File: src/rtl/uart_mdm_pkg.sv
package uart_mdm_pkg;
  localparam int unsigned NUM_LINES = 4;

  // line index order shared by levels and flags
  localparam int unsigned LN_CTS = 0;
  localparam int unsigned LN_DSR = 1;
  localparam int unsigned LN_RI  = 2;
  localparam int unsigned LN_DCD = 3;

  localparam int unsigned CTL_W = 5;

  typedef struct packed {
    logic loop;
    logic out2;
    logic out1;
    logic rts;
    logic dtr;
  } mcr_t;
endpackage

File: src/rtl/uart_mdm_sync.sv
module uart_mdm_sync #(
  parameter int unsigned WIDTH  = 4,
  parameter int unsigned STAGES = 2,
  parameter logic [WIDTH-1:0] RST_VAL = '1
) (
  input  logic             clk_i,
  input  logic             rst_ni,
  input  logic [WIDTH-1:0] d_i,
  output logic [WIDTH-1:0] q_o
);
  logic [WIDTH-1:0] stg_q [STAGES];

  for (genvar s = 0; s < STAGES; s++) begin : g_stg
    logic [WIDTH-1:0] src;
    if (s == 0) begin : g_first
      assign src = d_i;
    end else begin : g_next
      assign src = stg_q[s-1];
    end
    always_ff @(posedge clk_i or negedge rst_ni) begin
      if (!rst_ni) stg_q[s] <= RST_VAL;
      else         stg_q[s] <= src;
    end
  end

  assign q_o = stg_q[STAGES-1];
endmodule

File: src/rtl/uart_mdm_ctrl.sv
module uart_mdm_ctrl
  import uart_mdm_pkg::*;
(
  input  logic             clk_i,
  input  logic             rst_ni,
  input  logic             we_i,
  input  logic [CTL_W-1:0] wdata_i,
  output mcr_t             mcr_o,
  output logic             dtr_no,
  output logic             rts_no,
  output logic             out1_no,
  output logic             out2_no
);
  mcr_t mcr_q;

  always_ff @(posedge clk_i or negedge rst_ni) begin
    if (!rst_ni)   mcr_q <= '0;
    else if (we_i) mcr_q <= mcr_t'(wdata_i);
  end

  // loopback parks every pin at its idle (high) level
  always_comb begin
    dtr_no  = mcr_q.loop | ~mcr_q.dtr;
    rts_no  = mcr_q.loop | ~mcr_q.rts;
    out1_no = mcr_q.loop | ~mcr_q.out1;
    out2_no = mcr_q.loop | ~mcr_q.out2;
  end

  assign mcr_o = mcr_q;
endmodule

File: src/rtl/uart_mdm_status.sv
module uart_mdm_status
  import uart_mdm_pkg::*;
(
  input  logic                 clk_i,
  input  logic                 rst_ni,
  input  logic [NUM_LINES-1:0] ext_lvl_i,
  input  mcr_t                 mcr_i,
  input  logic                 clr_we_i,
  input  logic [NUM_LINES-1:0] clr_i,
  output logic [NUM_LINES-1:0] lvl_o,
  output logic [NUM_LINES-1:0] flg_o
);
  logic [NUM_LINES-1:0] loop_lvl, prev_q, flg_q, clr_m, delta;

  always_comb begin
    loop_lvl         = '0;
    loop_lvl[LN_CTS] = mcr_i.rts;
    loop_lvl[LN_DSR] = mcr_i.dtr;
    loop_lvl[LN_RI]  = mcr_i.out1;
    loop_lvl[LN_DCD] = mcr_i.out2;
  end

  assign lvl_o = mcr_i.loop ? loop_lvl : ext_lvl_i;
  assign delta = lvl_o ^ prev_q;
  assign clr_m = clr_we_i ? clr_i : '0;

  always_ff @(posedge clk_i or negedge rst_ni) begin
    if (!rst_ni) begin
      prev_q <= '0;
      flg_q  <= '0;
    end else begin
      prev_q <= lvl_o;
      // a change beats a clear on the same edge
      flg_q  <= (flg_q & ~clr_m) | delta;
    end
  end

  assign flg_o = flg_q;
endmodule

File: src/rtl/uart_modem_ctl.sv
module uart_modem_ctl
  import uart_mdm_pkg::*;
#(
  parameter int unsigned ADDR_W      = 3,
  parameter int unsigned DATA_W      = 8,
  parameter int unsigned SYNC_STAGES = 2,
  parameter int unsigned CTL_OFS     = 4,
  parameter int unsigned STS_OFS     = 6
) (
  input  logic              clk_i,
  input  logic              rst_ni,
  input  logic              wr_i,
  input  logic [ADDR_W-1:0] addr_i,
  input  logic [DATA_W-1:0] wdata_i,
  output logic [DATA_W-1:0] rdata_o,
  input  logic              msi_en_i,
  input  logic              cts_ni,
  input  logic              dsr_ni,
  input  logic              ri_ni,
  input  logic              dcd_ni,
  output logic              dtr_no,
  output logic              rts_no,
  output logic              out1_no,
  output logic              out2_no,
  output logic              irq_o
);
  localparam logic [ADDR_W-1:0] CTL_A = ADDR_W'(CTL_OFS);
  localparam logic [ADDR_W-1:0] STS_A = ADDR_W'(STS_OFS);

  logic                 ctl_sel, sts_sel;
  logic [NUM_LINES-1:0] raw_n, sync_n, msr_lvl, msr_flg;
  mcr_t                 mcr_q;

  assign ctl_sel = (addr_i == CTL_A);
  assign sts_sel = (addr_i == STS_A);

  always_comb begin
    raw_n         = '1;
    raw_n[LN_CTS] = cts_ni;
    raw_n[LN_DSR] = dsr_ni;
    raw_n[LN_RI]  = ri_ni;
    raw_n[LN_DCD] = dcd_ni;
  end

  uart_mdm_sync #(
    .WIDTH  (NUM_LINES),
    .STAGES (SYNC_STAGES),
    .RST_VAL('1)
  ) u_sync (
    .clk_i (clk_i),
    .rst_ni(rst_ni),
    .d_i   (raw_n),
    .q_o   (sync_n)
  );

  uart_mdm_ctrl u_ctrl (
    .clk_i  (clk_i),
    .rst_ni (rst_ni),
    .we_i   (wr_i & ctl_sel),
    .wdata_i(wdata_i[CTL_W-1:0]),
    .mcr_o  (mcr_q),
    .dtr_no (dtr_no),
    .rts_no (rts_no),
    .out1_no(out1_no),
    .out2_no(out2_no)
  );

  uart_mdm_status u_sts (
    .clk_i    (clk_i),
    .rst_ni   (rst_ni),
    .ext_lvl_i(~sync_n),
    .mcr_i    (mcr_q),
    .clr_we_i (wr_i & sts_sel),
    .clr_i    (wdata_i[NUM_LINES-1:0]),
    .lvl_o    (msr_lvl),
    .flg_o    (msr_flg)
  );

  always_comb begin
    rdata_o = '0;
    if (ctl_sel)      rdata_o[CTL_W-1:0] = mcr_q;
    else if (sts_sel) rdata_o[2*NUM_LINES-1:0] = {msr_lvl, msr_flg};
  end

  assign irq_o = msi_en_i & (|msr_flg);
endmodule

File: config.mk
export PLATFORM = sky130hd
export DESIGN_NAME = uart_modem_ctl
export DESIGN_NICKNAME = d
export VERILOG_FILES = /design/src/rtl/uart_mdm_pkg.sv /design/src/rtl/uart_mdm_sync.sv /design/src/rtl/uart_mdm_ctrl.sv /design/src/rtl/uart_mdm_status.sv /design/src/rtl/uart_modem_ctl.sv
export SDC_FILE = /design/constraint.sdc
export NUM_CORES = 1
export LEC_CHECK = 0
export ABC_AREA = 1
export ABC_CLOCK_PERIOD_IN_PS = 1530
export BUFFER_PORTS_ARGS = -buffer_cell sky130_fd_sc_hd__buf_2
export CORE_MARGIN = 2
export CORE_UTILIZATION = 45
export CTS_CLUSTER_SIZE = 14
export DETAILED_ROUTE_END_ITERATION = 10
export GPL_TIMING_DRIVEN = 0
export MAX_ROUTING_LAYER = met4
export PLACE_DENSITY = 0.73
export SETUP_SLACK_MARGIN = 0.2
export SLEW_MARGIN = 30
export SYNTH_ARGS = -nofsm -noshare
export SYNTH_HDL_FRONTEND = slang
export SYNTH_SLANG_ARGS = --single-unit
File: constraint.sdc
create_clock -name clk_i -period 1.53 [get_ports clk_i]
set_clock_uncertainty 0.2 [all_clocks]
set_input_delay 0.153 -clock clk_i [delete_from_list [all_inputs] [get_ports clk_i]]
set_output_delay 0.153 -clock clk_i [all_outputs]
set_load 0.01 [all_outputs]
=== After elaboration in Yosys (flattened, before gate mapping) ===
Index checks and enable logic that the tools add are counted.

* Flip-flop bits (word level): 21
* Input port bits: 19
* Word-level logic and storage cells: 33

* Eq/ne operators: 2
* Muxes and demuxes: 5
* Bitwise gates (word level): 16
* Reduce and logical (&&, ||, !) cells: 1

{| class="wikitable"
|+ Operators by type and width
! operator !! number
|-
| 2-to-1 mux 4 bit || 2
|-
| 2-to-1 mux 8 bit || 1
|-
| inverter 4 bit || 2
|-
| equality test 3 bit, second input constant || 2
|-
| 2-to-1 mux 5 bit || 1
|-
| bitwise AND 4 bit || 1
|-
| inverter 1 bit || 4
|-
| bitwise OR 1 bit || 4
|-
| bitwise OR 4 bit || 1
|-
| OR reduction 4 bit || 1
|-
| XOR 4 bit || 1
|-
| bitwise AND 1 bit || 3
|-
| 2-to-1 mux 3 bit || 1
|}

=== Longest topological paths before layout ===
Gate-level depths: netlist of the first run.

* Depth in word-level cells: 6
* Gate-level depth with buffers: 8
* Depth with buffers taken out: 6

=== Cells and area by module ===
From an unflattened synthesis of the first run, not the netlist that was laid out.

* Cell total of the unflattened synthesis: 132
* Area total of the unflattened synthesis: 1077.3 um^2

{| class="wikitable"
|+ By module, submodules not included
! module !! instances !! cells each !! area each (um^2) !! sequential area each (um^2)
|-
| uart_mdm_status || 1 || 62 || 488.0 || 200.2
|-
| uart_mdm_sync || 1 || 8 || 210.2 || 210.2
|-
| uart_mdm_ctrl || 1 || 26 || 203.9 || 125.1
|-
| uart_modem_ctl || 1 || 36 || 175.2 || 0.0
|}

=== Worst setup path before layout of the first run ===
Ideal clock, no wire load.

* Path type: flip-flop to output port
* From: register, netlist name u_ctrl.mcr_o[4]
* To: output rdata_o[4]
* Arrival: 0.901 ns
* Setup slack: 0.276 ns
* Stages on the path, launching flop included: 5
* Path buffers: 2
* Cells stage by stage: dfrtp_1 buf_6 inv_4 buf_6 o21ai_0

* Word-level cells in the longest chain between the ends: 3

{| class="wikitable"
|+ Ends and longest elaborated chain
! what !! RTL line !! RTL
|-
| 2-to-1 mux 4 bit || uart_mdm_status.sv:23 || <nowiki>assign lvl_o = mcr_i.loop ? loop_lvl : ext_lvl_i;</nowiki>
|-
| 2-to-1 mux 8 bit || uart_modem_ctl.sv:82 || <nowiki>else if (sts_sel) rdata_o[2*NUM_LINES-1:0] = {msr_lvl, msr_flg};</nowiki>
|-
| 2-to-1 mux 5 bit * || uart_modem_ctl.sv:81 || <nowiki>if (ctl_sel) rdata_o[CTL_W-1:0] = mcr_q;</nowiki>
|-
| end, declared || uart_modem_ctl.sv:15 || <nowiki>output logic [DATA_W-1:0] rdata_o,</nowiki>
|}

Every way passes the cells marked *; elsewhere a longest branch is shown, timed or not.

=== Worst setup path in the final report of the first run ===
* From: register, netlist name u_ctrl.mcr_o[4]
* To: output rdata_o[6]

* Word-level cells in the longest chain between the ends: 3

{| class="wikitable"
|+ Ends and longest elaborated chain
! what !! RTL line
|-
| 2-to-1 mux 4 bit || uart_mdm_status.sv:23
|-
| 2-to-1 mux 8 bit || uart_modem_ctl.sv:82
|-
| 2-to-1 mux 3 bit || uart_modem_ctl.sv:81
|}

Every way passes these cells.

==> metrics.md, run 1 <==
| Metric | Value |
|---|---|
| Status | `finished, violations left` |
| Failing checks | `setup timing` |
| Final antenna-violating net count | `0` |
| Detail Placement HPWL | `1620 microns` |
| Core Area | `2170 sq um` |
| Pwr Density | `988 nW/um^2` |
| Pin count of the biggest net entering global routing | `22` |
| Register Area | `536 sq um` |
| GP Congestion | `0.856` |
| Minimum clock period | `1.71 ns` |
| DR vias/cell | `4.86` |
| Syn_area_per_cell | `7.86 sq um` |
| Share of layout cells above drive strength 1 | `42.5%` |
| H-tree levels | `1` |
| Fmax achieved | `586 MHz` |
| Clk slew on worst S/H paths | `0.12 ns` |
| Synth Instances | `129` |
| Worst Path Buf+Inv | `4` |
| Hold Crit Class | `input port to flop` |
| Syn Nets | `148` |
| Max cap viols | `0` |
| Crit path max-delay family | `buffers and inverters` |
| Crit path required time | `1.18 ns` |
| Final period util | `112%` |
| Total CTS buffers | `3` |
| Port Buffers | `28` |
| Die Height | `51.5 microns` |
| CP max stage cell | `dfrtp_1` |
| Min Hold Slack | `0.0334 ns` |
| Area of the multi-input gates | `409 sq um` |
| Post-synthesis sequential area ratio | `52.8%` |
| Vias in the first global route | `961` |
| Die area | `2650 sq um` |
| Relative slew slack | `68.5%` |
| Syn Std Cell Area | `1010 sq um` |
| Final setup viols | `9` |
| First-pass GRT wire length | `3990 microns` |
| Leakage | `0.000839 uW` |
| CP startpoint kind | `flop` |
| Synth warnings | `0` |
| CP max FO | `5` |
| RSZ-0062 raised after global routing | `true` |
| Hold Vio Cnt, Final | `0` |
| Overall Power | `1510 uW` |
| DIE WIDTH | `51.5 microns` |
| CTS tree | `yes` |
| Row Count | `17` |
| N_diodes | `0` |
| I/O Pins | `32` |
| Clk buf depth | `2` |
| Setup slack after layout | `-0.177 ns` |
| Max-slew violations | `0` |
| Cells along the critical path | `buf_6 -> inv_8 -> buf_8 -> nand2_4 -> nand2_2 -> nor2_1 -> buf_2` |
| Clk sink count | `21` |
| Fillers | `172` |
| Vias | `1040` |
| Wirelength per Cell | `12.6 microns` |
| Peak VDD IR | `0.657 mV` |
| Drt pass-1 iters | `4` |
| Worst slew pin tran | `0.472 ns` |
| DRT iter0 DRCs | `35` |
| Worst Setup Path Type | `flop to output port` |
| Synth Register Bits | `21` |
| Clk root buf | `clkbuf_4` |
| Critical path endpoint category | `output port` |
| Total global routing overflow | `0` |
| Area grow syn2layout | `50.7%` |
| GRT Util Overall | `21.1%` |
| Starting Density | `46.7%` |
| Worst skew pair latency | `0.32 ns` |
| Initial antenna violation count | `0` |
| Final nets | `206` |
| Synth cell types | `17` |
| # DRC | `0` |
| Crit path largest cell delay | `0.38 ns` |
| Final wirelength | `2700 microns` |
| CP arrival | `1.35 ns` |
## Yosys cell counts, drive strengths merged
cell / instances / share of area, %
nand2: 57 / 22
inv: 23 / 8.8
nand3: 14 / 7.9
dfrtp: 13 / 32
dfstp: 8 / 21
nor2: 5 / 2.8
o21ai: 4 / 2.0
buf: 2 / 2.2
a21boi: 1 / 0.74
nor3: 1 / 0.49
o22ai: 1 / 0.62
## stage by stage
stage	setup WS (ns)	cells	TNS, ns	util (%)	cell area, sq um
after global routing	-0.233	214	-1.47	70.4	1530
final	-0.177	214	-1.05	70.4	1530
after floorplan	0.276	129	0	-	1010
after global placement	0.177	185	0	54.8	1190
after detailed placement	0.157	185	0	54.8	1190
after CTS	-0.158	208	-0.890	66.1	1440
## path summary, 6_finish.rpt
path / slack (ns) / end / startpoint / depth (start not counted)
min in group asynchronous: 0.10 / u_sts.prev_q[0] / rst_ni / 2
max reg2reg: 0.12 / u_sts.flg_o[1] / u_ctrl.mcr_o[4] / 8
max in group asynchronous: 0.66 / u_sync.g_stg[1].src[2] / rst_ni / 2
min: 0.03 / u_sts.flg_o[1] / addr_i[0] / 5
max: -0.18 / rdata_o[6] / u_ctrl.mcr_o[4] / 7
min reg2reg: 0.16 / u_sync.q_o[2] / u_sync.g_stg[1].src[2] / 0
## state kept, by name, indices dropped and copies added (netlist names)
signal            count
u_ctrl.mcr_o          5
u_sts.flg_o           4
u_sts.prev_q          4
u_sync.g_stg.src      4
u_sync.q_o            4
## repair_timing
| item | CTS | global route |
|---|---|---|
| gates cloned | 1 | 1 |
| hold buffers | 11 | 0 |
| buffers inserted | 7 | 5 |
| pin swaps | 2 | 6 |
| hold endpoints to repair | 34 | 0 |
| setup endpoints to repair | 13 | 17 |
| resized for setup | 11 | 18 |
## final cells by class
cell class,instances,area share (%)
Buffer,2,1.72
Clock buffer,4,1.72
Inverter,23,6.14
Multi-Input combinational cell,83,26.8
Sequential cell,21,35.1
Tap cell,28,2.29
Timing Repair Buffer,53,26.3
## routing by layer
layer  wire, microns  share of wire (%)  vias to the layer above  global-route usage [%]
met1            1090                 40                      507                    24.0
met3              98                3.6                        4                    2.05
li1                -                  -                      502                       -
met2            1460                 54                       27                    37.6
met4              45                1.7                        0                    9.21
met5               0                  0                        -                       -
## cell families (layout without fill, tap and decap cells)
| kind of cell | after synthesis | in the layout | synth area share [%] |
|---|---|---|---|
| compound gates | 6 | 6 | 3.33 |
| buf+inv | 25 | 82 | 11.0 |
| flops | 21 | 21 | 52.8 |
| simple gates | 77 | 77 | 32.8 |
## worst reg2reg max path: cells and delay by family (launching register included)
family        cells  cell delay, ns
buf+inv           4            0.52
simple gates      4            0.21
flops             1            0.40
## report_power, final
group	internal [uW]	switching [uW]	leakage, uW
logic	281	275	0.000594
registers	626	46.2	0.000230
clock network	102	179	0.0000150
## placed cells by master (no fill, tap or decap)
cell / instances
nand2_1: 46
buf_2: 27
inv_1: 17
dfrtp_1: 13
dlygate4sd3_1: 11
nand2_2: 10
nand3_1: 10
buf_4: 9
dfstp_2: 8
buf_6: 6
inv_2: 5
nand3_2: 4
o21ai_1: 3
nor2_1: 3
clkbuf_4: 3
inv_8: 1
buf_8: 1
nand2_4: 1
nor2_4: 1
nor2_2: 1
o22ai_1: 1
nor3_2: 1
a21boi_1: 1
o21ai_0: 1
clkbuf_1: 1
bufbuf_16: 1
No activity file was read; power rests on OpenSTA's default activity.
==> run 2, diff against run 1 <==
- CORE_MARGIN: 2 -> 4
==> run 2 against run 1 <==
- the run still ends with setup timing left
- die area increased by 16%
- fmax fell by 0.69%
- non-clock buffer count is 9 higher
- clock power shrank 5%
- final cell count increased by 3.7%
- sequential share of layout area decreased by 0.59 points
- worst setup slack got worse by 0.012 ns
- critical path depth stayed put
- final area up 1.7%
- critical path type unchanged
- hold slack worse by 0.012 ns
==> metrics.md, run 2 (synthesis results as in run 1) <==
| Metric | Value |
|---|---|
| Crit path largest cell delay | `0.39 ns (about the same)` |
| Final wirelength | `3050 microns (+13%)` |
| R2R cell count | `8 (unchanged)` |
| Starting Density | `49.6% (+2.9 points)` |
| Share of layout cells above drive strength 1 | `42.6% (+0.091 points)` |
| Hold Vio Cnt, Final | `0 (unchanged)` |
| Vias in the first global route | `1076 (+12%)` |
| Clk sink count | `21 (unchanged)` |
| Max-slew violations | `0 (unchanged)` |
| Failing checks | `setup timing` |
| Wirelength per Cell | `13.7 microns (+8.9%)` |
| Overall Power | `1550 uW (+2.6%)` |
| Die area | `3080 sq um (+16%)` |
| Minimum clock period | `1.72 ns (+0.0118 ns)` |
| Die Height | `55.5 microns (+7.8%)` |
| Initial antenna violation count | `0 (unchanged)` |
| Fmax achieved | `582 MHz (-0.69%)` |
| Dpl cell area | `1190 sq um (-0.11%)` |
| H-tree levels | `1 (unchanged)` |
| GP Congestion | `0.854 (-0.20%)` |
| Crit path required time | `1.18 ns (about the same)` |
| Pin count of the biggest net entering global routing | `22 (unchanged)` |
| Largest register FFs | `5 (unchanged)` |
| Final nets | `215 (+4.4%)` |
| Total CTS buffers | `3 (unchanged)` |
| Worst slew pin tran | `0.454 ns (-0.0185 ns)` |
| Relative slew slack | `69.7% (+1.2 points)` |
| CP startpoint kind | `flop` |
| Critical path endpoint category | `output port` |
| Fillers | `131 (-24%)` |
| Final setup viols | `10 (+1)` |
| Detail Placement HPWL | `1600 microns (-1.3%)` |
| GR Layer Usage met1 | `23.7% (-0.32 points)` |
| Leakage | `0.000866 uW (+3.2%)` |
| Hold Crit Class | `input port to flop` |
| Vias | `1107 (+6.4%)` |
| Crit path to | `rdata_o[6]` |
| Commonest non-fill, non-tap cells in the layout | `49 x nand2_1, 28 x buf_2, 20 x inv_1, 20 x buf_4, 13 x dfrtp_1` |
| CP max stage cell | `dfrtp_1` |
| Pwr Density | `997 nW/um^2 (+0.88%)` |
| Status | `finished, violations left` |
| GR Util met2 | `33.6% (-4.0 points)` |
| Clk root buf | `clkbuf_4` |
| Setup WS pre-CTS | `0.162 ns (+0.00523 ns)` |
| I/O Pins | `32 (unchanged)` |
| CP arrival | `1.37 ns (+0.02 ns)` |
| Peak VDD IR | `0.710 mV (+8.0%)` |
| Worst Setup Path Type | `flop to output port` |
| Met3 GRT Util | `4.90% (+2.8 points)` |
| Clk buf depth | `2 (unchanged)` |
| GRT Util Overall | `20.3% (-0.79 points)` |
| CP startpoint | `u_ctrl.mcr_o[4]` |
| Area grow syn2layout | `53.3%` |
| DIE WIDTH | `55.5 microns (+7.8%)` |
| Final antenna-violating net count | `0 (unchanged)` |
| Port Buffers | `28 (unchanged)` |
| R2r setup slk | `-0.15 ns (-0.27 ns)` |
| Max cap viols | `0 (unchanged)` |
| Reg2reg end | `u_sts.prev_q[0]` |
| CP max FO | `5 (unchanged)` |
| CTS tree | `yes` |
| Drt pass-1 iters | `4 (unchanged)` |
| Setup slack after layout | `-0.189 ns (-0.0118 ns)` |
| RSZ-0062 raised after global routing | `true` |
| Design Area, Final | `1550 sq um (+1.7%)` |
| Row Count | `16 (-1)` |
| R2r startpoint | `u_sync.q_o[0]` |
| DRT iter0 DRCs | `59 (+69%)` |
| Worst skew pair latency | `0.29 ns (-0.03 ns)` |
| Total global routing overflow | `0 (unchanged)` |
| DR vias/cell | `4.99 (+2.6%)` |
| N_diodes | `0 (unchanged)` |
| # DRC | `0 (unchanged)` |
| Cells along the critical path | `buf_6 -> inv_6 -> buf_6 -> nand2_4 -> nand2_4 -> nor2_2 -> buf_2` |
| Core Area | `2040 sq um (-5.9%)` |
| GRT Max-Usage Layer | `met2` |
| Clk slew on worst S/H paths | `0.12 ns (about the same)` |
| Final period util | `112% (+0.77 points)` |
| Commonest non-fill, non-tap cell in the layout | `nand2_1` |
| First-pass GRT wire length | `4920 microns (+23%)` |
| Setup TNS | `-1.25 ns (-0.200 ns)` |
## run 2: worst max-delay path, delay by kind of cell (launching register included)
kind,cells,cell delay (ns)
flops,1,0.39
buf+inv,4,0.45
simple gates,3,0.22
## run 2: final cells by class
class / count / area [sq um] / area share (%)
multi-input combinational: 83 / 409 / 26.3
inverter: 23 / 91.3 / 5.88
tap: 27 / 33.8 / 2.17
sequential: 21 / 536 / 34.5
buffer: 2 / 22.5 / 1.45
timing repair buffer: 62 / 435 / 28.0
clock buffer: 4 / 26.3 / 1.69
## run 2: how the worst min path moves through the flow
stage / cells after the start / slack, ns / from / endpoint
floorplan: 0 / -0.34 / rst_ni / u_ctrl.mcr_o[0]
global placement: 1 / -0.07 / rst_ni / u_ctrl.mcr_o[0]
detailed placement: 1 / -0.07 / rst_ni / u_ctrl.mcr_o[0]
CTS: 4 / 0.008 / wr_i / u_sts.flg_o[3]
global route: 4 / 0.02 / wr_i / u_sts.flg_o[1]
finish: 4 / 0.02 / wr_i / u_sts.flg_o[2]
## run 2: per-layer routing
layer / up-vias / share of wire (%)
li1: 521 / -
met1: 499 / 38
met2: 76 / 51
met3: 11 / 8.2
met4: 0 / 2.8
met5: - / 0
## run 2: repair_timing
action                                  CTS  global route
gates cloned                              2             0
pin swaps                                 7             3
buffers inserted                         18             4
hold buffers                             10             0
endpoints found under the hold margin    34             0
endpoints found under the setup margin   13            19
gates resized for setup                  14            10
## run 2: power breakdown
group          total, uW  switching, uW  internal, uW
clock network        266            165           101
registers            668           42.4           626
logic                615            310           305
## run 2: metrics by stage
stage / hold WS [ns] / std cells / util (%)
after floorplan: -0.343 / 129 / -
after global placement: -0.0738 / 184 / 58.1
after detailed placement: -0.0715 / 184 / 58.1
after CTS: 0.00774 / 218 / 72.7
after global routing: 0.0154 / 222 / 76.1
final: 0.0214 / 222 / 76.1
==> run 3, diff against run 2 <==
- PLACE_DENSITY: 0.73 -> 0.72
- SYNTH_HIERARCHICAL: unset -> 1
==> run 3 against run 2 <==
- the flow still finishes with violations (setup timing)
- count of clock-buffer cells in the layout did not move
- hold slack gained 0.073 ns
- combinational power decreased by 28%
- highest routed layer unchanged
- wire length fell by 15%
==> metrics.md, run 3 <==
| Metric | Value |
|---|---|
| Total global routing overflow | `0 (unchanged)` |
| Failing checks | `setup timing` |
| Cells along the critical path | `buf_6 -> clkinv_8 -> nand2_4 -> nand2_4 -> nand4_1 -> nand2_1 -> buf_2` |
| CP arrival | `1.36 ns (about the same)` |
| Synth top cells by count | `49 x nand2_1, 22 x inv_1, 13 x dfrtp_1` |
| H-tree levels | `1 (unchanged)` |
| R2R cell count | `6 (-2)` |
| Post-synth ARST share | `100% (unchanged)` |
| Pin count of the biggest net entering global routing | `22 (unchanged)` |
| Syn Nets | `151 (+2.0%)` |
| Design Area, Final | `1470 sq um (-5.7%)` |
| Syn Std Cell Area | `1080 sq um (+6.3%)` |
| Yosys top cell area share | `30.2% (-1.9 points)` |
| Row Count | `17 (+1)` |
| Total CTS buffers | `3 (unchanged)` |
| Final setup viols | `8 (-2)` |
| WHS Endpoint | `u_ctrl/mcr_o[2]` |
| # DRC | `0 (unchanged)` |
| Most used cell along the critical path | `nand2_4` |
| Core Area | `2250 sq um (+10%)` |
| Hold Vio Cnt, Final | `0 (unchanged)` |
| Crit path max-delay family | `flip-flops` |
| CP startpoint | `u_ctrl/mcr_o[4]` |
| Worst Path Buf+Inv | `3 (-1)` |
| Final period util | `112% (-0.14 points)` |
| Top-count cell post-synth | `nand2_1` |
| Syn_area_per_cell | `8.16 sq um (+3.9%)` |
| Crit path largest cell delay | `0.41 ns (+0.02 ns)` |
| Synth cell types | `16 (-1)` |
| GP Congestion | `0.904 (+5.9%)` |
| Reg2reg end | `u_sts/flg_o[1]` |
| R2r setup slk | `0.23 ns (+0.38 ns)` |
| Relative slew slack | `67.7% (-2.0 points)` |
| Final core occ | `65.0% (-11 points)` |
| Synth area leaders | `dfrtp_1 30%, dfstp_2 20%, nand2_1 17%` |
| Area grow syn2layout | `36.0%` |
| Wirelength per Cell | `12.5 microns (-9.3%)` |
| Register Area | `537 sq um (+0.23%)` |
| Setup slack after layout | `-0.187 ns (+0.00210 ns)` |
| Commonest non-fill, non-tap cells in the layout | `44 x nand2_1, 29 x buf_2, 20 x inv_1, 12 x dfrtp_1` |
| Clk root buf | `clkbuf_4` |
| Final nets | `200 (-7.0%)` |
| Leakage | `0.000785 uW (-9.3%)` |
| DRT iter0 DRCs | `26 (-56%)` |
| Worst Setup Path Type | `flop to output port` |
| DIE WIDTH | `56.9 microns (+2.7%)` |
| Metal-1 WL | `1040 microns (-11%)` |
| Vias in the first global route | `992 (-7.8%)` |
| Largest register FFs | `5 (unchanged)` |
| Clk slew on worst S/H paths | `0.11 ns (about the same)` |
| Minimum clock period | `1.72 ns (-0.00210 ns)` |
| Vias | `1021 (-7.8%)` |
| Port Buffers | `28 (unchanged)` |
| Worst slew pin tran | `0.482 ns (+0.0284 ns)` |
| DR vias/cell | `4.91 (-1.6%)` |
| Die Height | `56.9 microns (+2.7%)` |
| Die area | `3240 sq um (+5.4%)` |
| Area of the multi-input gates | `453 sq um (+11%)` |
| I/O Pins | `32 (unchanged)` |
| Number of flops mapped to enable cells by yosys | `0 (unchanged)` |
| Wire length on met2 | `1330 microns (-14%)` |
| Initial antenna violation count | `0 (unchanged)` |
| Drt pass-1 iters | `4 (unchanged)` |
| Max-slew violations | `0 (unchanged)` |
| Leading area contributor after synthesis | `dfrtp_1` |
| RSZ-0062 raised after global routing | `true` |
| CTS tree | `yes` |
| Final antenna-violating net count | `0 (unchanged)` |
| Synth warnings | `6 (+6)` |
| Post-synthesis sequential area ratio | `49.7% (-3.1 points)` |
| Met3 wire length | `177 microns (-29%)` |
| Synth Instances | `132 (+2.3%)` |
| Commonest register cell after synthesis | `dfrtp_1` |
| Clk sink count | `21 (unchanged)` |
| Commonest non-fill, non-tap cell in the layout | `nand2_1` |
| Fillers | `194 (+48%)` |
| CP max stage cell | `dfrtp_1` |
| R2r startpoint | `u_ctrl/mcr_o[4]` |
| Peak VDD IR | `0.586 mV (-17%)` |
| Max cap viols | `0 (unchanged)` |
| Share of layout cells above drive strength 1 | `40.0% (-2.6 points)` |
| Clk buf depth | `2 (unchanged)` |
| Critical path endpoint category | `output port` |
| Status | `finished, violations left` |
| Worst skew pair latency | `0.30 ns (about the same)` |
| CP startpoint kind | `flop` |
| CP max FO | `8 (+3)` |
| HP Start | `wr_i` |
| Setup TNS | `-1.13 ns (+0.125 ns)` |
| GRT Util Overall | `17.5% (-2.8 points)` |
| Uppermost layer routed | `met4` |
| N_diodes | `0 (unchanged)` |
| Final wirelength | `2590 microns (-15%)` |
| Dpl cell area | `1250 sq um (+5.5%)` |
| Worst hold path depth | `5 (+1)` |
| Setup WS pre-CTS | `0.0532 ns (-0.109 ns)` |
| Min Hold Slack | `0.0941 ns (+0.0727 ns)` |
| Pwr Density | `945 nW/um^2 (-5.2%)` |
| First-pass GRT wire length | `4240 microns (-14%)` |
| Starting Density | `47.8% (-1.9 points)` |
| Synth Register Bits | `21 (unchanged)` |
| Detail Placement HPWL | `1700 microns (+6.5%)` |
| Crit path required time | `1.18 ns (about the same)` |
| Hold Crit Class | `input port to flop` |
| Fmax achieved | `582 MHz (+0.12%)` |
[run 3: changes by cell type in the layout (fill, tap and decap cells not counted), sizes merged]
cell | before | now
buf | 54 | 36
nand4 | 0 | 5
nand2 | 57 | 53
nand3 | 14 | 18
o21ai | 4 | 0
nor2 | 5 | 8
clkinv | 0 | 1
nor3 | 1 | 0
o22ai | 1 | 0
[run 3: through the flow]
stage	total power, uW	cells
2_1_floorplan	904	132
3_3_place_gp	1000	188
3_5_place_dp	1020	188
4_1_cts	1370	207
5_1_grt	1490	208
6_report	1380	208
[run 3: repair_timing]
item,in CTS,in global routing
buffers inserted,4,1
hold endpoints to repair,34,0
cloned,1,0
hold buffers,10,0
gates resized for setup,8,8
pin swaps,4,8
setup endpoints to repair,13,13
[run 3: final cells by class]
class | instances | share of cell area [%]
sequential | 21 | 36.6
tap | 28 | 2.39
multi-input combinational | 85 | 30.9
clock buffer | 4 | 1.79
timing repair buffer | 44 | 19.8
inverter | 24 | 7.17
buffer | 2 | 1.28
[run 3: layer usage]
layer / global-route usage (%) / up-vias
li1: - / 500
met1: 18.8 / 472
met2: 30.0 / 44
met3: 3.62 / 5
met4: 9.27 / 0
met5: - / -
[run 3: worst register-to-register path, cell delays in order (launching register included)]
cell,delay [ns]
dfrtp_1,0.41
buf_4,0.14
buf_6,0.11
buf_2,0.14
nand2_1,0.07
nand3_1,0.10
nand3_2,0.07
[run 3: cell families (layout without fill, tap and decap cells)]
| kind of cell | count (synthesis) | count (layout) | synth area share [%] |
|---|---|---|---|
| and+or+nand+nor | 84 | 84 | 38.8 |
| buffers and inverters | 26 | 74 | 10.8 |
| DFF | 21 | 21 | 49.7 |
| AOI/OAI and AO/OA | 1 | 1 | 0.697 |
[run 3: worst max-delay path by stage]
| stage | end | slack (ns) | depth (start not counted) |
|---|---|---|---|
| floorplan | rdata_o[5] | 0.25 | 6 |
| global placement | rdata_o[4] | 0.1 | 7 |
| global route | rdata_o[4] | -0.26 | 7 |
| CTS | rdata_o[4] | -0.19 | 7 |
| finish | rdata_o[4] | -0.19 | 7 |
| detailed placement | u_ctrl/mcr_o[3] | 0.05 | 7 |
[run 3: power by group]
part,total (uW),switching [uW],leakage [uW],internal (uW)
Sequential,675,51.0,0.000230,624
Combinational,443,250,0.000540,193
Clock,266,164,0.0000150,102
